[config.mk]
export PLATFORM = sky130hd
export DESIGN_NAME = port_change_irq
export DESIGN_NICKNAME = d
export VERILOG_FILES = /design/src/rtl/port_change_irq.sv
export SDC_FILE = /design/constraint.sdc
export NUM_CORES = 1
export LEC_CHECK = 0
export ABC_AREA = 1
export BUFFER_PORTS_ARGS = -buffer_cell sky130_fd_sc_hd__buf_2
export CAP_MARGIN = 15
export CORE_UTILIZATION = 48
export CTS_BUF_LIST = sky130_fd_sc_hd__clkbuf_8 sky130_fd_sc_hd__clkbuf_16
export DETAILED_ROUTE_END_ITERATION = 12
export MAX_ROUTING_LAYER = met4
export PLACE_DENSITY_LB_ADDON = 0.3
export RECOVER_POWER = 25
export REMOVE_ABC_BUFFERS = 1
export SYNTH_ARGS = -nofsm -noshare
export SYNTH_HDL_FRONTEND = slang
export SYNTH_SLANG_ARGS = --single-unit
[constraint.sdc]
create_clock -name clk -period 1.2 [get_ports clk]
set_clock_uncertainty 0.1 [all_clocks]
set_input_delay 0.18 -clock clk [delete_from_list [all_inputs] [get_ports clk]]
set_output_delay 0.18 -clock clk [all_outputs]
set_load 0.01 [all_outputs]
[src/rtl/port_change_irq.sv]
module port_change_irq #(
  parameter int W = 8
) (
  input  logic         clk,
  input  logic         rst_n,
  input  logic [W-1:0] pin0_i,
  input  logic [W-1:0] pin1_i,
  input  logic [W-1:0] dir0_i,
  input  logic [W-1:0] dir1_i,
  input  logic         rd0_i,
  input  logic         rd1_i,
  output logic [W-1:0] rd0_data_o,
  output logic [W-1:0] rd1_data_o,
  output logic         irq_pd_en_o
);

  localparam int NP = 2;

  logic [W-1:0] pin_a [NP];
  logic [W-1:0] dir_a [NP];
  logic [W-1:0] sy_a  [NP];
  logic [NP-1:0] rd_a;
  logic [NP-1:0] mism;
  logic irq_q;

  assign pin_a[0] = pin0_i;
  assign pin_a[1] = pin1_i;
  assign dir_a[0] = dir0_i;
  assign dir_a[1] = dir1_i;
  assign rd_a     = {rd1_i, rd0_i};

  for (genvar p = 0; p < NP; p++) begin : g_port
    logic [W-1:0] meta, sy, snap, ref_v;

    always_ff @(posedge clk) begin
      meta <= pin_a[p];
      sy   <= meta;
    end

    always_ff @(posedge clk) begin
      if (!rst_n || rd_a[p]) snap <= sy;
    end

    // a read compares against the value it is about to store
    assign ref_v   = rd_a[p] ? sy : snap;
    assign mism[p] = |((sy ^ ref_v) & dir_a[p]);
    assign sy_a[p] = sy;
  end

  always_ff @(posedge clk) begin
    if (!rst_n) irq_q <= 1'b0;
    else        irq_q <= |mism;
  end

  assign rd0_data_o  = sy_a[0];
  assign rd1_data_o  = sy_a[1];
  assign irq_pd_en_o = irq_q;

  a_r1_reset_release: assert property (@(posedge clk)
    !rst_n |=> !irq_pd_en_o);

  a_r6_outputs_silent: assert property (@(posedge clk) disable iff (!rst_n)
    (dir0_i == '0 && dir1_i == '0) |=> !irq_pd_en_o);

  a_r4_read_both_clears: assert property (@(posedge clk) disable iff (!rst_n)
    (rd0_i && rd1_i) |=> !irq_pd_en_o);

  a_r5_read0_other_quiet: assert property (@(posedge clk) disable iff (!rst_n)
    (rd0_i && !mism[1]) |=> !irq_pd_en_o);

  a_r5_read1_other_quiet: assert property (@(posedge clk) disable iff (!rst_n)
    (rd1_i && !mism[0]) |=> !irq_pd_en_o);

  a_r2_needs_input_pin: assert property (@(posedge clk) disable iff (!rst_n)
    irq_pd_en_o |-> $past(|dir0_i || |dir1_i));

endmodule

==> results_dict.tcl <==
set metrics [dict create \
    outcome "finished, final reports clean" \
    swShare_pct 20.7 \
    layout.nets 262 \
    critPathLaunch "g_port[1].snap[2]" \
    power_switching_mw 0.648 \
    drv_cap 0 \
    dr.pass1.iters 4 \
    worstSkewPairLatency_ns 0.29 \
    num_vias 1150 \
    fin_crit_ns 1.13 \
    whs_ns 0.0617 \
    num_rows 20 \
    dpl.cell_count 247 \
    setup_slack_ns 0.0742 \
    fmaxAchievable_mhz 888 \
    r2r-start "g_port[1].snap[2]" \
    hold_viol_final 0 \
    antenna_cells 0 \
    crit_path_start_kind "register" \
    final_cell_mix "buf_2 (52), nand2_1 (45), inv_1 (35)" \
    final_area_sq_um 2130 \
    grt_pass1_wl_um 4220 \
    die_h_um 58.8 \
    hpwlAfterDp_um 1910 \
    fin_cells 271 \
    core_region_area_sq_um 3050 \
    start_util_pct 50.7 \
    htree_levels 2 \
    grt_pass1_vias 1119 \
    final_antenna_net_count 0 \
    crit_arrival_ns 1.21 \
    drt_iter0_markers 25 \
    hold_class "primary input to register" \
    cts_buffers 5 \
    gp_congestion 0.698 \
    power_mw 3.13 \
    synth-seq-area-share_pct 73.7 \
    synth.avg_cell_area_sq_um 10.3 \
    internal_power_mw 2.48 \
    crit_type "register to register" \
    yosysUniqueCellTypes 7 \
    mostFrequentLayoutCell "buf_2" \
    cts.sinks 49 \
    die-area_sq_um 3460 \
    path_max_fanout 2 \
    io_buffers 52 \
    root_buffer "clkbuf_8" \
    syn_inst 151 \
    synth-seq-cells 49 \
    routed_wl_um 2640 \
    cp_cell_sequence "inv_1 > nand2_1 > nand3_1 > nand2_1 > nor2_2 > nand2_1 > nand2_1 > nand2_1" \
    boundaryPins 53 \
    die_width_um 58.8 \
    vdd_drop_max_mv 1.12 \
    finalCoreUtilization_pct 69.8 \
    remaining_drc_errors 0 \
    power_density_nw_per_um2 1470 \
    drive_above_1_share_pct 27.8 \
    critical_path_required_ns 1.28 \
    cts_setup_buffers 0 \
    via_per_inst 4.24 \
    overflow 0 \
    yosys_warnings 0 \
    antenna_found_initial 0 \
    path_common_cell "nand2_1" \
    slew_headroom_pct 78.9 \
    track_usage_pct 17.8 \
    placed_cell_area_sq_um 1860 \
    setup_tns_ns 0 \
    power.share.clock_pct 31.5 \
    wire_per_inst_um 9.73 \
    cp_slowest_stage_delay_ns 0.41 \
    worstSetupEndpointType "register" \
    fin_crit_sh_pct 93.8 \
    combPwrFrac_pct 8.7 \
    grt_max_degree 15 \
    cp_slowest_cell "edfxtp_1" \
    dpl_worst_slack_ns 0.0695 \
    area_growth_pct 37.6 \
    hold_path.startpoint "rd0_i" \
    clk_pin_slew_ns 0.08 \
    grt_setup_unrepaired "true" \
    p_seq_share_pct 59.8 \
    max_slew.worst_pin.slew_ns 0.316 \
    synth_area_sq_um 1550 \
    maxSlewViolCount 0 \
    leakage_nw 1.11 \
    setup_viol 0 \
    tritoncts "yes" \
    clockBufferDepth 2 \
]
==> flip-flops by register name (all words and copies together), names as in the netlist <==
register and cells:
irq_pd_en_o 1, rd0_data_o 8, rd1_data_o 8, g_port.meta 16, g_port.snap 16
==> cell type report <==
class | instances | area (sq um)
inverter | 35 | 131
timing repair buffer | 68 | 420
fill | 237 | 922
clock buffer | 7 | 96.3
sequential | 49 | 1140
multi-input combinational | 67 | 282
tap | 44 | 55.1
clock inverter | 1 | 5.00
==> power by group through the flow <==
stage	combinational (mW)	clock (mW)	sequential [mW]
2_1_floorplan	0.103	0	1.92
3_3_place_gp	0.216	0	1.91
3_5_place_dp	0.228	0	1.91
4_1_cts	0.268	1.03	1.87
5_1_grt	0.305	1.09	1.89
6_report	0.271	0.987	1.87
==> Yosys cell counts, drive strengths merged <==
| cell | number | area share (%) |
|---|---|---|
| dfxtp | 33 | 43 |
| nand3 | 16 | 5.5 |
| edfxtp | 16 | 31 |
| nor2 | 6 | 1.5 |
| inv | 35 | 8.5 |
| nand2 | 45 | 11 |
==> cells by family (layout without fill, tap and decap cells) <==
family	Yosys count	in the layout	share of synthesized area, %
buf+inv	35	111	8.48
flops	49	49	73.7
simple gates	67	67	17.9
==> final timing paths <==
kind,endpoint,slack [ns],cells after the start
worst max register to register,irq_pd_en_o,0.07,8
worst min register to register,rd0_data_o[5],0.23,0
worst min-delay path,irq_pd_en_o,0.06,4
worst max-delay path,irq_pd_en_o,0.07,8
==> critical path, delay by kind of cell (launching register included) <==
family | cells | cell delay, ns
buf+inv | 1 | 0.07
simple gates | 7 | 0.44
flops | 1 | 0.41
==> per-layer routing <==
metal	track usage, %	share of wire [%]	routed length, um
met1	18.7	43	1130
met2	29.2	50	1330
met3	5.05	5.2	138
met4	11.2	1.7	44
met5	-	0	0
==> repair_timing <==
item / 4_1_cts / 5_1_grt
hold endpoints to repair: 16 / 0
hold buffers: 16 / 0
resized for setup: 0 / 2
endpoints found under the setup margin: 0 / 1
Note: power is estimated with default switching activity, not from simulation.
